===== src/rtl/locker_pkg.sv =====
package locker_pkg;
  typedef enum logic [1:0] {
    ST_IDLE     = 2'd0,
    ST_BAD_PW   = 2'd1,
    ST_GRANT    = 2'd2,
    ST_BAD_CARD = 2'd3
  } status_e;

  typedef enum logic [1:0] {
    CK_IDLE,
    CK_CARD,
    CK_OPEN,
    CK_ALARM
  } chk_state_e;

  typedef enum logic [2:0] {
    RX_IDLE,
    RX_START,
    RX_DATA,
    RX_STOP,
    RX_HUNT
  } rx_state_e;
endpackage


===== src/rtl/locker_uart_rx.sv =====
module locker_uart_rx #(
  parameter int unsigned CLK_HZ = 250_000_000,
  parameter int unsigned BAUD   = 2400
) (
  input  logic       clk_i,
  input  logic       rst_ni,
  input  logic       rx_i,
  output logic [7:0] data_o,
  output logic       valid_o
);
  import locker_pkg::*;

  localparam int unsigned OVS   = 16;
  localparam int unsigned DIV   = CLK_HZ / (BAUD * OVS);
  localparam int unsigned DIV_W = (DIV > 1) ? $clog2(DIV) : 1;

  logic [1:0]       rx_q;
  logic             rx_s;
  rx_state_e        st_q;
  logic [DIV_W-1:0] div_q;
  logic [3:0]       ovs_q;
  logic [2:0]       bit_q;
  logic [7:0]       shf_q;
  logic             tick;

  assign rx_s   = rx_q[1];
  assign tick   = (div_q == DIV_W'(DIV - 1));
  assign data_o = shf_q;

  always_ff @(posedge clk_i or negedge rst_ni) begin
    if (!rst_ni) rx_q <= 2'b11;
    else         rx_q <= {rx_q[0], rx_i};
  end

  always_ff @(posedge clk_i or negedge rst_ni) begin
    if (!rst_ni) begin
      st_q    <= RX_IDLE;
      div_q   <= '0;
      ovs_q   <= '0;
      bit_q   <= '0;
      shf_q   <= '0;
      valid_o <= 1'b0;
    end else begin
      valid_o <= 1'b0;
      case (st_q)
        RX_IDLE: begin
          div_q <= '0;
          ovs_q <= '0;
          bit_q <= '0;
          if (!rx_s) st_q <= RX_START;
        end
        // after a framing error, wait for the line to go high again
        RX_HUNT: if (rx_s) st_q <= RX_IDLE;
        default: begin
          div_q <= tick ? '0 : div_q + 1'b1;
          if (tick) begin
            ovs_q <= ovs_q + 1'b1;
            case (st_q)
              RX_START: if (ovs_q == 4'd7) begin
                ovs_q <= '0;
                st_q  <= rx_s ? RX_IDLE : RX_DATA;
              end
              RX_DATA: if (ovs_q == 4'd15) begin
                shf_q <= {rx_s, shf_q[7:1]};
                bit_q <= bit_q + 1'b1;
                if (bit_q == 3'd7) st_q <= RX_STOP;
              end
              RX_STOP: if (ovs_q == 4'd15) begin
                if (rx_s) begin
                  valid_o <= 1'b1;
                  st_q    <= RX_IDLE;
                end else begin
                  st_q    <= RX_HUNT;
                end
              end
              default: ;
            endcase
          end
        end
      endcase
    end
  end
endmodule


===== src/rtl/locker_digit_collect.sv =====
module locker_digit_collect #(
  parameter int unsigned DIGITS = 3,
  localparam int unsigned PW_W  = DIGITS * 4
) (
  input  logic            clk_i,
  input  logic            rst_ni,
  input  logic            en_i,
  input  logic [3:0]      digit_i,
  input  logic            strobe_i,
  output logic [PW_W-1:0] pw_o,
  output logic            done_o
);
  localparam int unsigned CNT_W = $clog2(DIGITS + 1);

  logic [2:0]       stb_q;
  logic             rise;
  logic [CNT_W-1:0] cnt_q;
  logic [PW_W-1:0]  pw_q;

  assign rise = stb_q[1] & ~stb_q[2];
  assign pw_o = pw_q;

  always_ff @(posedge clk_i or negedge rst_ni) begin
    if (!rst_ni) stb_q <= '0;
    else         stb_q <= {stb_q[1:0], strobe_i};
  end

  always_ff @(posedge clk_i or negedge rst_ni) begin
    if (!rst_ni) begin
      cnt_q  <= '0;
      pw_q   <= '0;
      done_o <= 1'b0;
    end else begin
      done_o <= 1'b0;
      if (!en_i) begin
        cnt_q <= '0;
      end else if (rise) begin
        pw_q <= {pw_q[PW_W-5:0], digit_i};
        if (cnt_q == CNT_W'(DIGITS - 1)) begin
          cnt_q  <= '0;
          done_o <= 1'b1;
        end else begin
          cnt_q <= cnt_q + 1'b1;
        end
      end
    end
  end
endmodule


===== src/rtl/locker_access_ctrl.sv =====
module locker_access_ctrl #(
  parameter int unsigned NUM_LOCKERS  = 4,
  parameter int unsigned PW_W         = 12,
  parameter logic [NUM_LOCKERS*8-1:0]    CARD_TABLE = '0,
  parameter logic [NUM_LOCKERS*PW_W-1:0] PW_TABLE   = '0,
  parameter int unsigned HOLD_CYCLES  = 100,
  parameter int unsigned ALARM_CYCLES = 100
) (
  input  logic                   clk_i,
  input  logic                   rst_ni,
  input  logic [PW_W-1:0]        pw_i,
  input  logic                   pw_done_i,
  input  logic [7:0]             card_i,
  input  logic                   card_vld_i,
  output logic                   collect_o,
  output logic [NUM_LOCKERS-1:0] relay_o,
  output logic [NUM_LOCKERS-1:0] led_o,
  output logic                   red_led_o,
  output logic                   buzzer_o,
  output logic [1:0]             status_o
);
  import locker_pkg::*;

  localparam int unsigned TMR_MAX = (HOLD_CYCLES > ALARM_CYCLES) ? HOLD_CYCLES : ALARM_CYCLES;
  localparam int unsigned TMR_W   = $clog2(TMR_MAX + 1);
  localparam int unsigned IDX_W   = (NUM_LOCKERS > 1) ? $clog2(NUM_LOCKERS) : 1;

  chk_state_e             st_q;
  status_e                stat_q;
  logic [IDX_W-1:0]       sel_q;
  logic [TMR_W-1:0]       tmr_q;
  logic [NUM_LOCKERS-1:0] pw_hit;
  logic                   hit_any;
  logic [IDX_W-1:0]       hit_idx;
  logic                   card_ok;

  for (genvar g = 0; g < NUM_LOCKERS; g++) begin : g_cmp
    assign pw_hit[g] = (PW_TABLE[g*PW_W +: PW_W] == pw_i);
  end

  // lowest index wins on duplicate passwords
  always_comb begin
    hit_idx = '0;
    for (int i = NUM_LOCKERS - 1; i >= 0; i--) begin
      if (pw_hit[i]) hit_idx = IDX_W'(i);
    end
  end

  assign hit_any = |pw_hit;
  assign card_ok = (card_i == CARD_TABLE[sel_q*8 +: 8]);

  always_ff @(posedge clk_i or negedge rst_ni) begin
    if (!rst_ni) begin
      st_q   <= CK_IDLE;
      stat_q <= ST_IDLE;
      sel_q  <= '0;
      tmr_q  <= '0;
    end else begin
      case (st_q)
        CK_IDLE: if (pw_done_i) begin
          tmr_q <= '0;
          if (hit_any) begin
            sel_q <= hit_idx;
            st_q  <= CK_CARD;
          end else begin
            st_q   <= CK_ALARM;
            stat_q <= ST_BAD_PW;
          end
        end
        CK_CARD: if (card_vld_i) begin
          tmr_q <= '0;
          if (card_ok) begin
            st_q   <= CK_OPEN;
            stat_q <= ST_GRANT;
          end else begin
            st_q   <= CK_ALARM;
            stat_q <= ST_BAD_CARD;
          end
        end
        CK_OPEN: begin
          if (tmr_q == TMR_W'(HOLD_CYCLES - 1)) begin
            st_q   <= CK_IDLE;
            stat_q <= ST_IDLE;
          end else begin
            tmr_q <= tmr_q + 1'b1;
          end
        end
        default: begin
          if (tmr_q == TMR_W'(ALARM_CYCLES - 1)) begin
            st_q   <= CK_IDLE;
            stat_q <= ST_IDLE;
          end else begin
            tmr_q <= tmr_q + 1'b1;
          end
        end
      endcase
    end
  end

  assign collect_o = (st_q == CK_IDLE);
  assign relay_o   = (st_q == CK_OPEN) ? (NUM_LOCKERS'(1) << sel_q) : '0;
  assign led_o     = relay_o;
  assign buzzer_o  = (st_q == CK_ALARM);
  assign red_led_o = (st_q == CK_ALARM);
  assign status_o  = stat_q;
endmodule


===== src/rtl/locker_access_top.sv =====
module locker_access_top #(
  parameter int unsigned CLK_HZ       = 250_000_000,
  parameter int unsigned BAUD         = 2400,
  parameter int unsigned NUM_LOCKERS  = 4,
  parameter int unsigned PW_DIGITS    = 3,
  parameter int unsigned HOLD_CYCLES  = 250_000_000,
  parameter int unsigned ALARM_CYCLES = 750_000_000,
  parameter logic [NUM_LOCKERS*8-1:0]           CARD_TABLE = 32'h81_5A_3C_A4,
  parameter logic [NUM_LOCKERS*PW_DIGITS*4-1:0] PW_TABLE   = 48'h123_789_456_123
) (
  input  logic                   clk_i,
  input  logic                   rst_ni,
  input  logic                   rx_i,
  input  logic [3:0]             key_digit_i,
  input  logic                   key_valid_i,
  output logic [NUM_LOCKERS-1:0] relay_o,
  output logic [NUM_LOCKERS-1:0] led_o,
  output logic                   red_led_o,
  output logic                   buzzer_o,
  output logic [1:0]             status_o
);
  localparam int unsigned PW_W = PW_DIGITS * 4;

  logic [7:0]      card_byte;
  logic            card_vld;
  logic [PW_W-1:0] pw;
  logic            pw_done;
  logic            collect;

  locker_uart_rx #(
    .CLK_HZ (CLK_HZ),
    .BAUD   (BAUD)
  ) u_rx (
    .clk_i   (clk_i),
    .rst_ni  (rst_ni),
    .rx_i    (rx_i),
    .data_o  (card_byte),
    .valid_o (card_vld)
  );

  locker_digit_collect #(
    .DIGITS (PW_DIGITS)
  ) u_keys (
    .clk_i    (clk_i),
    .rst_ni   (rst_ni),
    .en_i     (collect),
    .digit_i  (key_digit_i),
    .strobe_i (key_valid_i),
    .pw_o     (pw),
    .done_o   (pw_done)
  );

  locker_access_ctrl #(
    .NUM_LOCKERS  (NUM_LOCKERS),
    .PW_W         (PW_W),
    .CARD_TABLE   (CARD_TABLE),
    .PW_TABLE     (PW_TABLE),
    .HOLD_CYCLES  (HOLD_CYCLES),
    .ALARM_CYCLES (ALARM_CYCLES)
  ) u_ctrl (
    .clk_i      (clk_i),
    .rst_ni     (rst_ni),
    .pw_i       (pw),
    .pw_done_i  (pw_done),
    .card_i     (card_byte),
    .card_vld_i (card_vld),
    .collect_o  (collect),
    .relay_o    (relay_o),
    .led_o      (led_o),
    .red_led_o  (red_led_o),
    .buzzer_o   (buzzer_o),
    .status_o   (status_o)
  );
endmodule


===== config.mk =====
export PLATFORM = sky130hd
export DESIGN_NAME = locker_access_top
export DESIGN_NICKNAME = d
export VERILOG_FILES = /design/src/rtl/locker_pkg.sv /design/src/rtl/locker_uart_rx.sv /design/src/rtl/locker_digit_collect.sv /design/src/rtl/locker_access_ctrl.sv /design/src/rtl/locker_access_top.sv
export SDC_FILE = /design/constraint.sdc
export NUM_CORES = 1
export LEC_CHECK = 0
export BUFFER_PORTS_ARGS = -buffer_cell sky130_fd_sc_hd__buf_2
export CORE_MARGIN = 2
export CORE_UTILIZATION = 55
export DETAILED_ROUTE_END_ITERATION = 6
export GPL_TIMING_DRIVEN = 0
export PLACE_DENSITY_LB_ADDON = 0.12
export SLEW_MARGIN = 20
export SYNTH_ARGS = -nofsm -noshare
export SYNTH_HDL_FRONTEND = slang
export SYNTH_SLANG_ARGS = --single-unit

===== constraint.sdc =====
create_clock -name clk_i -period 3.3 [get_ports clk_i]
set_clock_uncertainty 0.2 [all_clocks]
set_input_delay 0.66 -clock clk_i [delete_from_list [all_inputs] [get_ports clk_i]]
set_output_delay 0.66 -clock clk_i [all_outputs]
set_load 0.05 [all_outputs]

After elaboration in Yosys (flattened, before gate mapping)
Index checks and enable logic that the tools add are counted.
Cells by class
  add/subtract/negate cells: 5
  multiply operators: 0
  divide/modulo/power cells: 0
  order comparisons: 0
  eq/ne operators: 31
  shifts and indexed selects: 2
  multiplexer cells: 51
  bitwise logic cells: 4
  reduce and logical (&&, ||, !) cells: 19
Operators with widths (number)
  $mux W30: 4
  $pmux W30 S3: 1
  $mux W3: 11
  $shiftx A32 B6 Y8 const A: 1
  $add A30 B1 Y30 const B: 1
  $eq A30 B28 Y1 const B: 1
  $eq A30 B30 Y1 const B: 1
  $mux W2: 14
  $pmux W13 S2: 1
  $eq A11 B12 Y1 const A: 2
  $mux W4: 4
  $reduce_and A4 Y1: 4
  $add A13 B1 Y13 const B: 1
  $eq A13 B13 Y1 const B: 1
  $mux W13: 1
  $eq A9 B12 Y1 const A: 1
  $ne A2 B2 Y1 const B: 6
  $ne A4 B1 Y1 const B: 3
  $pmux W2 S3: 2
  $pmux W3 S2: 2
  $mux W1: 9
  $pmux W3 S3: 1
  $eq A8 B8 Y1: 1
  $pmux W4 S2: 1
  28 further kinds: 38
Storage, ports and cells
  register bits after elaboration: 88
  bits in latches: 0
  RAM bits: 0
  bits in read-only memories: 0
  output and inout bits: 12
  logic and storage cells: 127
  memories kept: 0

Logic depth before layout (Yosys ltp)
  depth after elaboration: 6
  gate-level depth with buffers: 10
  depth with buffers taken out: 8

Cells and area by module
From an unflattened synthesis, not the netlist that was laid out.
Unflattened totals
  cells, all modules: 500
  area total of the unflattened synthesis: 5082.4 um2
Modules (own cells, without submodules)
  locker_access_ctrl: times used 1, cells each 293, area each 2628.8 um2, sequential area each 900.9 um2
  locker_uart_rx: times used 1, cells each 167, area each 1749.2 um2, sequential area each 853.3 um2
  locker_digit_collect: times used 1, cells each 40, area each 704.4 um2, sequential area each 450.4 um2

Worst setup path after synthesis
Ideal clock, no wire load.
  path kind: register -> register
  start: reg u_ctrl.tmr_q[20]
  end: reg u_ctrl.stat_q[1] (netlist: u_ctrl.status_o[1])
  library setup time: 125 ps
  arrival time: 2151 ps
  setup slack: 824 ps
  stages on the path, launching flop included: 8
  buffers on the path: 1
  path through: dfrtp_1 buf_6 or4b_4 nor4_4 a21boi_1 a211o_1 o21bai_4 mux2_4
On the way
  longest elaborated chain between the ends: 3
  elaborated cells between the ends (all ways): 5
  classes of those cells: 3 x eq/ne; 2 x reduce/logical
Ends and longest elaborated chain
  start: declaration: line locker_access_ctrl.sv:31  | logic [TMR_W-1:0] tmr_q;
  start signal: assignment: line locker_access_ctrl.sv:85  | tmr_q <= tmr_q + 1'b1;
  start signal: assignment: line locker_access_ctrl.sv:93  | tmr_q <= tmr_q + 1'b1;
  $eq A30 B28 Y1 or $eq A30 B30 Y1 (tied branches): line locker_access_ctrl.sv:81, locker_access_ctrl.sv:89
  $ne A2 B1 Y1 (no line) or $reduce_bool A4 Y1 (tied branches)
  $reduce_and A5 Y1 (no line) (*)
  end signal: assignment: line locker_access_ctrl.sv:77  | stat_q <= ST_BAD_CARD;
  end signal: assignment: line locker_access_ctrl.sv:83  | stat_q <= ST_IDLE;
  end signal: assignment: line locker_access_ctrl.sv:91  | stat_q <= ST_IDLE;
  end: declaration: line locker_access_ctrl.sv:29  | status_e stat_q;
Mark *: on every way between the ends. The rest lies on a longest branch, timed or not.
A chain may end at the register's enable or synchronous reset.

Worst setup path after layout
  start: reg u_ctrl.tmr_q[22]
  end: reg u_ctrl.tmr_q[14]
On the way
  longest elaborated chain between the ends: 3
  elaborated cells between the ends (all ways): 5
  classes of those cells: 4 x eq/ne; 1 x reduce/logical
Ends and longest elaborated chain (line)
  $eq A30 B30 Y1 or $eq A30 B28 Y1 (tied branches): locker_access_ctrl.sv:89, locker_access_ctrl.sv:81
  $ne A4 B4 Y1 (no line) or $ne A2 B2 Y1 (tied branches)
  $reduce_and A4 Y1 (no line) (*)
Marked as above.

==> impl_metrics.csv <==
group,metric,value,unit
layout,drive_above_1_share,0.139,
clocking,cts_resized,0,
layout,area_growth,9.20,%
sta,max_freq,351,MHz
global_route,grt_pass1_wl,18200,um
synth,synth_cell_types,62,
synth,synth-seq-area-share,0.461,
drt,detail-route-antenna-nets,0,
drt,first_pass_iters,4,
synth,synth_common_cells,"86 x dfrtp_1, 51 x o21ai_0, 48 x nand2_1",
worst_setup_path,endpoint_kind,"flip-flop",
floorplanning,dieWidth,97.3,um
synth,async_reset_ff_frac,1.00,
worst_setup_path,crit_arrival,2.91,ns
worst_hold_path,hp-class,"input port to asynchronous set/reset pin",
synth,synth_fp_nets,525,
clocking,clk_pin_slew,0.09,ns
sta,worstMarginPinSlew,0.596,ns
synth,dominantRegCellSynth,"dfrtp_1",
global_route,grt_max_degree,55,
worst_setup_path,worstSetupPathType,"flip-flop to flip-flop",
place,portBuffers,19,
synth,synth_enable_flop_cells,0,
drt,drt-total-wl,10500,um
worst_setup_path,cp-start-kind,"flip-flop",
floorplanning,dieArea,0.00947,mm^2
synth,ys_warn_count,0,
sta,drv_slew,0,
sta,setup_tns,0,ns
synth,ys_top_cells_by_area,"dfrtp_1 45%, o21ai_0 5.3%, mux2_2 4.7%",
sta,hold_slack,0.0457,ns
clocking,clock_sinks,88,
sta,hold_violations,0,
sta,layout_min_cycle_time,2.85,ns
power,power.leakage,0.00228,uW
floorplanning,fp.dieH,97.3,um
clocking,cts-buffers-inserted,9,
synth,yosysTopAreaCellShare,0.450,
place,gp_congestion,0.885,
clocking,root_buffer,"clkbuf_8",
worst_setup_path,crit_chain,"or4bb_1 -> nor4_1 -> a22oi_1 -> nor2_4 -> nor2_1 -> buf_2 -> a21oi_1",
global_route,grt-ovfl-total,0,
drt,first_iter_violations,233,
worst_setup_path,r2r-end,"u_ctrl.tmr_q[14]",
worst_setup_path,critPathMaxStageDelay,0.50,ns
floorplanning,floorplan.io_pins,20,
sta,grt_setup_unrepaired,"false",
worst_setup_path,r2r_cells,7,
worst_setup_path,crit_slowest_cell,"or4bb_1",
drt,wl_per_cell,16.2,um
layout,fill_cells,781,
drt,via_per_inst,6.25,
clocking,worstSkewPairLatency,0.35,ns
place,dpl.cell_count,631,
floorplanning,rows,34,
synth,yosysTopAreaCell,"dfrtp_1",
synth,synth.most_common_cell,"dfrtp_1",
layout,n_antenna_cell,0,
synth,ys_ff_latch,88,
worst_setup_path,timing.rr.start,"u_ctrl.tmr_q[22]",
sta,max-slew-margin-rel,0.603,
global_route,grt_pass1_vias,3857,
clocking,cts_tree,"done",
drt,num_vias,4045,
clocking,htree_levels,3,
clocking,cts_setup_buffers,0,
synth,avgSynthCellArea,9.52,um^2
floorplanning,start_util,0.557,
synth,syn_inst,503,
clocking,cts_max_path_buffers,2,
worst_setup_path,critPathMaxFanout,10,
layout,finalNonFillerCells,647,
global_route,grt.total_usage,0.231,
outcome,status,"finished, final reports clean",
floorplanning,core-area,0.00859,mm^2
synth,synth_area,0.00479,mm^2
power,peakVddDrop,358,uV
global_route,antenna_found_initial,0,
run,max_cap_violations,0,
clocking,cts_hold_buf,0,
sta,period_share,0.862,
worst_setup_path,worst-endpoint-required,3.36,ns
power,total_power,3190,uW
layout,nets,556,
power,power.density,610,mW/mm^2
drt,drc,0,
worst_setup_path,r2r_setup_slack,0.45,ns
place,post-dp-hpwl,7470,um
sta,setup_viol_count_final,0,
[routing by layer]
metal	GRT usage	share of wire	wire length (um)
met1	0.311	0.44	4590
met2	0.386	0.49	5130
met3	0.0331	0.059	614
met4	0.0791	0.013	138
met5	0	0	0
[through the flow]
step	setup slack [ns]	utilization	cell area, um^2
2_1_floorplan	0.824	-	4790
3_3_place_gp	0.578	0.584	5020
3_5_place_dp	0.537	0.587	5050
4_1_cts	0.481	0.608	5230
5_1_grt	0.255	0.608	5230
6_report	0.454	0.608	5230
[sequential cells by signal (all words and copies together), names as in the netlist]
name / flops
u_rx.st_q: 3
u_rx.bit_q: 3
u_keys.cnt_q: 2
u_rx.ovs_q: 4
u_ctrl.sel_q: 2
u_keys.pw_o: 12
u_ctrl.tmr_q: 30
u_rx.div_q: 13
u_ctrl.st_q: 2
u_keys.stb_q: 3
u_rx.data_o: 8
u_rx.rx_q: 2
u_rx.valid_o: 1
u_keys.done_o: 1
u_ctrl.status_o: 2
[layout make-up]
| cell class | instances | area, um^2 | share of cell area |
|---|---|---|---|
| Multi-Input combinational cell | 374 | 2400 | 0.458 |
| Sequential cell | 88 | 2200 | 0.422 |
| Clock buffer | 11 | 141 | 0.0270 |
| Buffer | 29 | 141 | 0.0270 |
| Tap cell | 108 | 135 | 0.0258 |
| Timing Repair Buffer | 20 | 125 | 0.0239 |
| Inverter | 12 | 45.0 | 0.00862 |
| Clock inverter | 5 | 38.8 | 0.00742 |
[how the worst max path moves through the flow]
stage                              end             start  slack (ns)
global route          u_ctrl.tmr_q[14]  u_ctrl.tmr_q[22]        0.26
global placement      u_ctrl.tmr_q[21]    u_ctrl.st_q[0]        0.58
CTS                   u_ctrl.tmr_q[14]  u_ctrl.tmr_q[22]        0.48
finish                u_ctrl.tmr_q[14]  u_ctrl.tmr_q[22]        0.45
floorplan           u_ctrl.status_o[1]  u_ctrl.tmr_q[20]        0.82
detailed placement        u_rx.st_q[0]     u_rx.div_q[1]        0.54
[kinds of logic after synthesis]
kind of cell               after synthesis  synth area share
buffers and inverters                   41            0.0389
muxes                                   24            0.0565
xor gates and xnor gates                 1           0.00183
adders and majority gates               14            0.0366
and+or+nand+nor                        197             0.226
DFF                                     88             0.461
AOI/OAI and AO/OA                      138             0.180
[cells in the final DEF, fill, tap and decap left out, types with 16 or more instances in the layout]
cell | Yosys | routed
nand2_1 | 48 | 48
o21ai_0 | 51 | 51
dfrtp_1 | 86 | 86
clkbuf_1 | 18 | 19
nor2_1 | 39 | 39
nand3_1 | 19 | 19
mux2_2 | 20 | 20
a21oi_1 | 25 | 25
nand4_1 | 16 | 16
buf_2 | 2 | 20
a31oi_1 | 25 | 25
[report_power, final]
| group | switching (uW) | internal, uW | total [uW] | leakage, uW |
|---|---|---|---|---|
| registers | 124 | 1220 | 1340 | 0.00116 |
| logic | 766 | 383 | 1150 | 0.00103 |
| clock network | 400 | 301 | 700 | 0.0000903 |
| total | 1290 | 1900 | 3190 | 0.00228 |
[critical path: cells and delay by family (launching register included)]
family	cells	cell delay, ns
buffers and inverters	1	0.27
and+or+nand+nor	4	1.42
AOI/OAI and AO/OA	2	0.39
DFF	1	0.47
(Power assumes the default switching activity.)
